File: src/rtl/dchn_pkg.sv
package dchn_pkg;
    localparam int LEN_W = 13;
    localparam int BUD_W = 6;

    localparam int CMD_INC_SRC = 31;
    localparam int CMD_INC_DST = 30;
    localparam int CMD_FLOW_S  = 29;
    localparam int CMD_FLOW_T  = 28;
    localparam int CMD_IRQ_BEG = 22;
    localparam int CMD_IRQ_END = 21;

    typedef enum logic [2:0] {
        S_IDLE, S_FETCH, S_CHECK, S_RD, S_WR, S_DONE
    } dchn_st_e;

    typedef struct packed {
        dchn_st_e           st;
        logic               run;
        logic               f_end;
        logic               f_beg;
        logic               f_err;
        logic [1:0]         widx;
        logic [31:0]        ptr;
        logic [31:0]        link;
        logic [31:0]        src;
        logic [31:0]        dst;
        logic [31:0]        cmd;
        logic [31:0]        data;
        logic [LEN_W-1:0]   rem;
        logic [BUD_W-1:0]   budget;
    } dchn_state_t;
endpackage

File: src/rtl/dchn_elem_calc.sv
module dchn_elem_calc
    import dchn_pkg::*;
(
    input  logic [31:0]       cmd,
    input  logic [LEN_W-1:0]  rem,
    input  logic [BUD_W-1:0]  budget,
    output logic [2:0]        step,
    output logic [BUD_W-1:0]  burst_init,
    output logic [BUD_W-1:0]  budget_after,
    output logic [LEN_W-1:0]  rem_after
);
    logic [2:0] wbytes;

    always_comb begin
        case (cmd[15:14])
            2'd1:    wbytes = 3'd1;
            2'd2:    wbytes = 3'd2;
            default: wbytes = 3'd4;
        endcase
        if (rem < {{(LEN_W-3){1'b0}}, wbytes}) step = rem[2:0];
        else                                   step = wbytes;
        case (cmd[17:16])
            2'd1:    burst_init = BUD_W'(8);
            2'd2:    burst_init = BUD_W'(16);
            2'd3:    burst_init = BUD_W'(32);
            default: burst_init = BUD_W'(1);
        endcase
        if (budget > {{(BUD_W-3){1'b0}}, step})
            budget_after = budget - {{(BUD_W-3){1'b0}}, step};
        else
            budget_after = '0;
        rem_after = rem - {{(LEN_W-3){1'b0}}, step};
    end
endmodule

File: src/rtl/dchn_reg_mux.sv
module dchn_reg_mux (
    input  logic [1:0]  sel,
    input  logic        run,
    input  logic        stopped,
    input  logic        f_end,
    input  logic        f_beg,
    input  logic        f_err,
    input  logic [31:0] ptr,
    input  logic [31:0] src,
    input  logic [31:0] dst,
    output logic [31:0] rdata
);
    always_comb begin
        case (sel)
            2'd0:    rdata = {run, 27'd0, stopped, f_end, f_beg, f_err};
            2'd1:    rdata = ptr;
            2'd2:    rdata = src;
            default: rdata = dst;
        endcase
    end
endmodule

File: src/rtl/dchn_engine.sv
module dchn_engine
    import dchn_pkg::*;
(
    input  logic        clk,
    input  logic        rst_n,
    input  logic        reg_wr,
    input  logic [1:0]  reg_addr,
    input  logic [31:0] reg_wdata,
    output logic [31:0] reg_rdata,
    output logic        mem_req,
    output logic        mem_we,
    output logic [31:0] mem_addr,
    output logic [2:0]  mem_len,
    output logic [31:0] mem_wdata,
    input  logic [31:0] mem_rdata,
    input  logic        mem_ack,
    input  logic        mem_err,
    input  logic        dreq,
    output logic        irq
);
    dchn_state_t s_q, s_d;

    logic [2:0]       step;
    logic [BUD_W-1:0] burst_init, budget_after;
    logic [LEN_W-1:0] rem_after;
    logic             flow;

    dchn_elem_calc u_calc (
        .cmd          (s_q.cmd),
        .rem          (s_q.rem),
        .budget       (s_q.budget),
        .step         (step),
        .burst_init   (burst_init),
        .budget_after (budget_after),
        .rem_after    (rem_after)
    );

    dchn_reg_mux u_mux (
        .sel     (reg_addr),
        .run     (s_q.run),
        .stopped (s_q.st == S_IDLE),
        .f_end   (s_q.f_end),
        .f_beg   (s_q.f_beg),
        .f_err   (s_q.f_err),
        .ptr     (s_q.ptr),
        .src     (s_q.src),
        .dst     (s_q.dst),
        .rdata   (reg_rdata)
    );

    assign flow = s_q.cmd[CMD_FLOW_S] | s_q.cmd[CMD_FLOW_T];
    assign irq  = s_q.f_end | s_q.f_beg | s_q.f_err;

    always_comb begin
        s_d       = s_q;
        mem_req   = 1'b0;
        mem_we    = 1'b0;
        mem_addr  = '0;
        mem_len   = 3'd4;
        mem_wdata = s_q.data;

        if (reg_wr && reg_addr == 2'd0) begin
            s_d.run = reg_wdata[31];
            if (reg_wdata[2]) s_d.f_end = 1'b0;
            if (reg_wdata[1]) s_d.f_beg = 1'b0;
            if (reg_wdata[0]) s_d.f_err = 1'b0;
        end
        if (reg_wr && reg_addr == 2'd1 && s_q.st == S_IDLE)
            s_d.ptr = reg_wdata;

        case (s_q.st)
            S_IDLE: begin
                if (s_q.run) begin
                    s_d.st   = S_FETCH;
                    s_d.widx = 2'd0;
                end
            end
            S_FETCH: begin
                mem_req  = 1'b1;
                mem_addr = s_q.ptr + {28'd0, s_q.widx, 2'b00};
                if (mem_ack && !mem_err) begin
                    s_d.widx = s_q.widx + 2'd1;
                    case (s_q.widx)
                        2'd0: s_d.link = mem_rdata;
                        2'd1: s_d.src  = mem_rdata;
                        2'd2: s_d.dst  = mem_rdata;
                        default: begin
                            s_d.cmd = mem_rdata;
                            s_d.rem = mem_rdata[LEN_W-1:0];
                            if (mem_rdata[CMD_IRQ_BEG]) s_d.f_beg = 1'b1;
                            s_d.st  = S_CHECK;
                        end
                    endcase
                end
            end
            S_CHECK: begin
                if (!s_d.run)                s_d.st = S_IDLE;
                else if (s_q.rem == '0)      s_d.st = S_DONE;
                else if (!flow || dreq) begin
                    s_d.budget = burst_init;
                    s_d.st     = S_RD;
                end
            end
            S_RD: begin
                mem_req  = 1'b1;
                mem_addr = s_q.src;
                mem_len  = step;
                if (mem_ack && !mem_err) begin
                    s_d.data = mem_rdata;
                    s_d.st   = S_WR;
                end
            end
            S_WR: begin
                mem_req  = 1'b1;
                mem_we   = 1'b1;
                mem_addr = s_q.dst;
                mem_len  = step;
                if (mem_ack && !mem_err) begin
                    if (s_q.cmd[CMD_INC_SRC]) s_d.src = s_q.src + {29'd0, step};
                    if (s_q.cmd[CMD_INC_DST]) s_d.dst = s_q.dst + {29'd0, step};
                    s_d.rem    = rem_after;
                    s_d.budget = budget_after;
                    if (rem_after == '0)          s_d.st = S_DONE;
                    else if (budget_after == '0)  s_d.st = S_CHECK;
                    else                          s_d.st = S_RD;
                end
            end
            S_DONE: begin
                if (s_q.cmd[CMD_IRQ_END]) s_d.f_end = 1'b1;
                s_d.ptr = {s_q.link[31:4], 4'h0};
                if (s_q.link[0]) begin
                    s_d.run = 1'b0;
                    s_d.st  = S_IDLE;
                end else if (!s_d.run) begin
                    s_d.st  = S_IDLE;
                end else begin
                    s_d.st   = S_FETCH;
                    s_d.widx = 2'd0;
                end
            end
            default: s_d.st = S_IDLE;
        endcase

        if (mem_req && mem_ack && mem_err) begin
            s_d.f_err = 1'b1;
            s_d.run   = 1'b0;
            s_d.st    = S_IDLE;
        end
    end

    always_ff @(posedge clk or negedge rst_n) begin
        if (!rst_n) begin
            s_q    <= '0;
            s_q.st <= S_IDLE;
        end else begin
            s_q <= s_d;
        end
    end

    // a request stays put until the memory acknowledges it
    p_req_hold_r2: assert property (@(posedge clk) disable iff (!rst_n)
        (mem_req && !mem_ack) |=> (mem_req && $stable(mem_addr) && $stable(mem_we)));

    // a write never carries more bytes than remain
    p_len_bound_r4: assert property (@(posedge clk) disable iff (!rst_n)
        (mem_req && mem_we) |-> (mem_len != 3'd0 && {10'd0, mem_len} <= s_q.rem));

    // an error response halts the channel with the flag set
    p_err_halt_r10: assert property (@(posedge clk) disable iff (!rst_n)
        (mem_req && mem_ack && mem_err) |=> (s_q.st == S_IDLE && s_q.f_err && !s_q.run));

    // a stop flag in the link ends the chain
    p_stop_link_r5: assert property (@(posedge clk) disable iff (!rst_n)
        (s_q.st == S_DONE && s_q.link[0]) |=> (s_q.st == S_IDLE && !s_q.run));

    // an end request raises the end flag
    p_end_flag_r7: assert property (@(posedge clk) disable iff (!rst_n)
        (s_q.st == S_DONE && s_q.cmd[CMD_IRQ_END]) |=> s_q.f_end);

    // the pointer is frozen while a descriptor is in use
    p_ptr_hold_r12: assert property (@(posedge clk) disable iff (!rst_n)
        (s_q.st inside {S_FETCH, S_CHECK, S_RD, S_WR}) |=> (s_q.ptr == $past(s_q.ptr)));
endmodule

File: config.mk
export PLATFORM = sky130hd
export DESIGN_NAME = dchn_engine
export DESIGN_NICKNAME = d
export VERILOG_FILES = /design/src/rtl/dchn_pkg.sv /design/src/rtl/dchn_elem_calc.sv /design/src/rtl/dchn_reg_mux.sv /design/src/rtl/dchn_engine.sv
export SDC_FILE = /design/constraint.sdc
export NUM_CORES = 1
export LEC_CHECK = 0
export BUFFER_PORTS_ARGS = -buffer_cell sky130_fd_sc_hd__buf_2
export CAP_MARGIN = 0
export CORE_ASPECT_RATIO = 0.7
export CORE_MARGIN = 2
export CORE_UTILIZATION = 44
export CTS_BUF_LIST = sky130_fd_sc_hd__clkbuf_4
export DETAILED_ROUTE_END_ITERATION = 6
export HOLD_SLACK_MARGIN = 0.05
export PLACE_DENSITY_LB_ADDON = 0.05
export SLEW_MARGIN = 10
export SYNTH_ARGS = -nofsm -noshare
export SYNTH_HDL_FRONTEND = slang
export SYNTH_HIERARCHICAL = 1
export SYNTH_SLANG_ARGS = --single-unit
File: constraint.sdc
create_clock -name clk -period 5.9 [get_ports clk]
set_input_delay 0.295 -clock clk [delete_from_list [all_inputs] [get_ports clk]]
set_output_delay 0.295 -clock clk [all_outputs]
set_load 0.01 [all_outputs]
## Yosys cells after proc, flatten, opt, wreduce, memory -nomap -nowiden

Index checks and enable logic that the tools add are counted.

- Word-level logic and storage cells: 151
- Bits in registers: 220
- Output and inout port bits: 102

- Multiplexer cells: 58
- $lt $le $gt $ge: 2
- $add $sub $neg: 6
- Reduce and logical (&&, ||, !) cells: 34
- Equal/unequal tests: 33
- Bitwise gates (word level): 4

Operators by type and width:

| kind | count |
|---|---|
| two-way mux 32 bit | 7 |
| one-hot mux 32 bit (3 select lines) | 2 |
| one-hot mux 64 bit (2 select lines) | 1 |
| two-way mux 96 bit | 1 |
| adder 32 x 3 -> 32 bit | 2 |
| two-way mux 64 bit | 1 |
| two-way mux 3 bit | 11 |
| adder 32 x 4 -> 32 bit | 1 |
| logical NOT 13 bit | 2 |
| two-way mux 13 bit | 2 |
| one-hot mux 13 bit (2 select lines) | 1 |
| two-way mux 6 bit | 4 |
| AND reduction 5 bit | 4 |
| two-way mux 19 bit | 1 |
| != test 2 bit (second input constant) | 9 |
| one-hot mux 3 bit (6 select lines) | 1 |
| one-hot mux 6 bit (3 select lines) | 1 |
| two-way mux 1 bit | 15 |
| != test 3 bit (second input constant) | 5 |
| less-than comparator 13 x 3 -> 1 bit | 1 |
| subtractor 13 x 3 -> 13 bit | 1 |
| one-hot mux 6 bit (2 select lines) | 1 |
| == test 2 bit (second input constant) | 5 |
| two-way mux 2 bit | 5 |
| 28 further kinds | 53 |

## Longest topological paths before layout

- Depth in word-level cells: 12
- Gate-level depth with buffers: 21
- Mapped depth without buffers: 21

## Modules after synthesis

The synthesis kept the hierarchy.

By module, submodules not included:

| module | instances | area each (sq um) | cells each | sequential area each (sq um) |
|---|---|---|---|---|
| dchn_engine | 1 | 12354.3 | 1253 | 5430.2 |
| dchn_reg_mux | 1 | 865.8 | 71 | 0.0 |
| dchn_elem_calc | 1 | 783.3 | 107 | 0.0 |

## Worst setup path before layout

No wires, ideal clock.

- Kind: reg2reg
- From: register s_q[65] (netlist name)
- To: register s_q[217] (netlist name)
- Setup time: 0.122 ns
- Arrival time: 4.004 ns
- Required time: 5.778 ns
- Path buffers: 0
- Clock period less this slack: 4.126 ns
- Slack: 1.774 ns
- Stages on the path, launching flop included: 21
- Path through: dfrtp_1 -> inv_1 -> ha_1 -> inv_1 -> ha_1 -> nor4_1 -> o211a_1 -> nand2_1 -> o21ai_0 -> ha_1 -> inv_1 -> ha_1 -> o21a_1 -> o22a_1 -> nor4_1 -> xor2_1 -> nor4_1 -> nand4_1 -> a31oi_1 -> a211o_1 -> a32o_1

- Elaborated cells between the ends (all ways): 16
- Classes of those cells: add/sub (2); order compare (2); eq/ne (2); mux (8); reduce/logical (2)

RTL lines:

| element | RTL line | RTL |
|---|---|---|
| start: declaration | dchn_engine.sv:21 | `dchn_state_t s_q, s_d;` |
| == test 2 bit / == test 2 x 1 -> 1 bit (equally long branches) | dchn_elem_calc.sv:15 | `case (cmd[15:14])` |
| one-hot mux 3 bit (2 select lines) * | dchn_elem_calc.sv:15 |  |
| less-than comparator 13 x 3 -> 1 bit | dchn_elem_calc.sv:20 | `if (rem < {{(LEN_W-3){1'b0}}, wbytes}) step = rem[2:0];` |
| two-way mux 3 bit * | dchn_elem_calc.sv:20 |  |
| via step[0] | dchn_engine.sv:23 | `logic [2:0] step;` |
| subtractor 13 x 3 -> 13 bit * | dchn_elem_calc.sv:32 | `rem_after = rem - {{(LEN_W-3){1'b0}}, step};` |
| via rem_after[12] | dchn_engine.sv:25 | `logic [LEN_W-1:0] rem_after;` |
| logical NOT 13 bit * | dchn_engine.sv:123 | `if (rem_after == '0) s_d.st = S_DONE;` |
| two-way mux 3 bit * | dchn_engine.sv:123 |  |
| two-way mux 3 bit * | dchn_engine.sv:118 | `if (mem_ack && !mem_err) begin` |
| one-hot mux 3 bit (6 select lines) * | dchn_engine.sv:71 | `case (s_q.st)` |
| two-way mux 4 bit * | dchn_engine.sv:144 | `if (mem_req && mem_ack && mem_err) begin` |

Mark *: on every way through the listed nets, which the timed path passes. The rest lies on a longest branch. The select of a mux whose other input is x is not followed.
A chain may end at the register's enable or synchronous reset.

## Worst setup path in the final report

- From: register s_q[65] (netlist name)
- To: register s_q[219] (netlist name)

Same word-level chain as after synthesis.

==> run metrics <==
run status finished, final reports clean; largest net degree at the start of global routing 86; synthesis-to-layout area growth 13.0%; Inst Count DP about 1.8k; fin crit share 0.846; Vias/cell 6.27; static leakage approximately 6.4 nW; Hold Slack 0.0970 ns; wire per inst 25.1 µm; CP Class register to register; Post-Syn Instances 1385; Critical Path Fanout Max 7; Hold WC Path Type input pin to register; Critical Path RT 6.46 ns; Setup WS pre-CTS roughly 1.2 ns; Tmin final 4.99 ns; Mapped Area 13200 µm²; CTS buffer count 17; # DRC 0; FMAX between 200 and 250 MHz; Slew @ Worst Pin 1.29 ns; clock sinks 194; initial drt markers 1349; Arr. time, crit path 5.55 ns; Final nets 1625; via count of the first global-routing pass 10.9k; Port-buffer cells 173; Pre-Repair DR Iteration Count 6; Setup Viol. Count Final 0; layout cells sized above 1 0.244; first-pass GRT wire length 71.2 mm; multi-input logic area 7440 µm²; R2R Path End s_q[219]$_DFFE_PN0P_; row count 52; Setup TNS Final 0 ns; CP Capture Type register; Syn Area/Cell 9.51 µm²; final cell count without fillers 1923; post-route setup slack 0.911 ns; Routed Antenna Nets 0; chip height 149 µm; reg2reg path depth 21; Ports 174; Slew Viols, Final 0; RSZ-0062 raised after global routing no; Total Routed Length 48.4 mm; Pwr Density 488 nW/µm²; initial antenna violation count 2; Final Skew approximately 0.026 ns; Post-CTS Setup Inserts 0; Tot GR Track Use 0.308; Worst R2R Start s_q[65]$_DFFE_PN0P_; Overflow after GRT 0; CTS Buffer Depth 2; core box area between 20000 and 30000 µm²; clock root cell clkbuf_4; Hold Vio Cnt, Final 0; register area slightly below 5000 µm²; Max transition margin 0.135; Initial Util 0.452; CP startpoint kind register; R2R setup slack slightly above 0.9 ns; fill count around 2.8k; DIE AREA 31400 µm²; Max-Cap Viols 0; Reg clk slew, reported paths 0.18 ns; CP Capture Point s_q[219]$_DFFE_PN0P_; clk_lat worst skew 0.67 ns; HPWL Detailed 34.9 mm; yosys warns 6; htree depth 4; die width 211 µm; CTS tree built; via count 12.1k; VDD IR max approximately 0.20 mV; crit path from s_q[65]$_DFFE_PN0P_; routability cong. 0.928
[per-stage QoR]
step / util / power [W] / instance area [µm²]
final: 0.511 / 0.00726 / 14900
after floorplan: - / 0.00506 / 13200
after CTS: 0.510 / 0.00716 / 14900
after global routing: 0.511 / 0.00770 / 14900
after detailed placement: 0.477 / 0.00624 / 13900
after global placement: 0.477 / 0.00618 / 13900
[state kept, by name, indices dropped and copies added, names as in the netlist]
signal / count
mem_wdata: 32
s_q: 162
[placed cells by master (no fill, tap or decap), drive strengths merged, types with 36 or more instances in the layout]
master,n
inv,36
o21ai,111
nor2,75
mux2,99
dfrtp,194
nand2,132
dlygate4sd3,62
a21oi,87
buf,192
mux2i,53
[report_power, final]
part,switching (W),leakage [nW],internal (W),total [W]
registers,0.000992,2.39,0.00193,0.00292
clock network,0.000540,0.178,0.000350,0.000890
logic,0.00188,3.84,0.00157,0.00345
[per-layer routing]
layer,up-vias,GRT usage,wire (µm),share of wire
li1,5417,-,-,-
met2,595,0.397,18700,0.39
met3,56,0.109,5530,0.11
met4,2,0.0775,954,0.020
met1,5986,0.477,23100,0.48
met5,-,0.0188,71,0.0015
[worst max-delay path, cell delays in order (launching register included)]
cell	delay, ns
dfrtp_1	0.42
inv_1	0.05
ha_1	0.37
inv_1	0.09
ha_1	0.19
nor4_1	0.29
o211a_1	0.32
nand2_1	0.18
nand2_1	0.12
o21ai_0	0.07
buf_4	0.16
ha_1	0.21
nor2_1	0.14
a21oi_1	0.06
o221ai_1	0.54
nor3_1	0.13
xor2_1	0.19
nor4_1	0.35
nand4_1	0.42
o21ai_0	0.29
nor2_1	0.07
o32ai_1	0.23
[layout make-up]
| type | count | area share |
|---|---|---|
| multi-input combinational | 1032 | 0.500 |
| clock inverter | 15 | 0.0147 |
| antenna | 2 | 0.000336 |
| inverter | 30 | 0.00774 |
| clock buffer | 17 | 0.00858 |
| sequential | 194 | 0.326 |
| tap | 378 | 0.0318 |
| timing repair buffer | 255 | 0.111 |
[worst min path at each step]
stage | from | endpoint | slack [ns] | depth (start not counted)
floorplan | rst_n | mem_wdata[0]$_DFFE_PN0P_ | -0.0006 | 0
global placement | rst_n | s_q[179]$_DFFE_PN0P_ | 0.40 | 1
detailed placement | rst_n | s_q[179]$_DFFE_PN0P_ | 0.40 | 1
CTS | mem_rdata[22] | s_q[169]$_DFFE_PN0P_ | 0.05 | 2
global route | mem_rdata[22] | mem_wdata[22]$_DFFE_PN0P_ | 0.05 | 2
finish | mem_rdata[22] | s_q[169]$_DFFE_PN0P_ | 0.1 | 2
[what timing repair did]
action	CTS	global route
resized for setup	0	0
hold buffers	62	0
setup endpoints to repair	0	0
hold endpoints to repair	216	0
(Power assumes the default switching activity.)
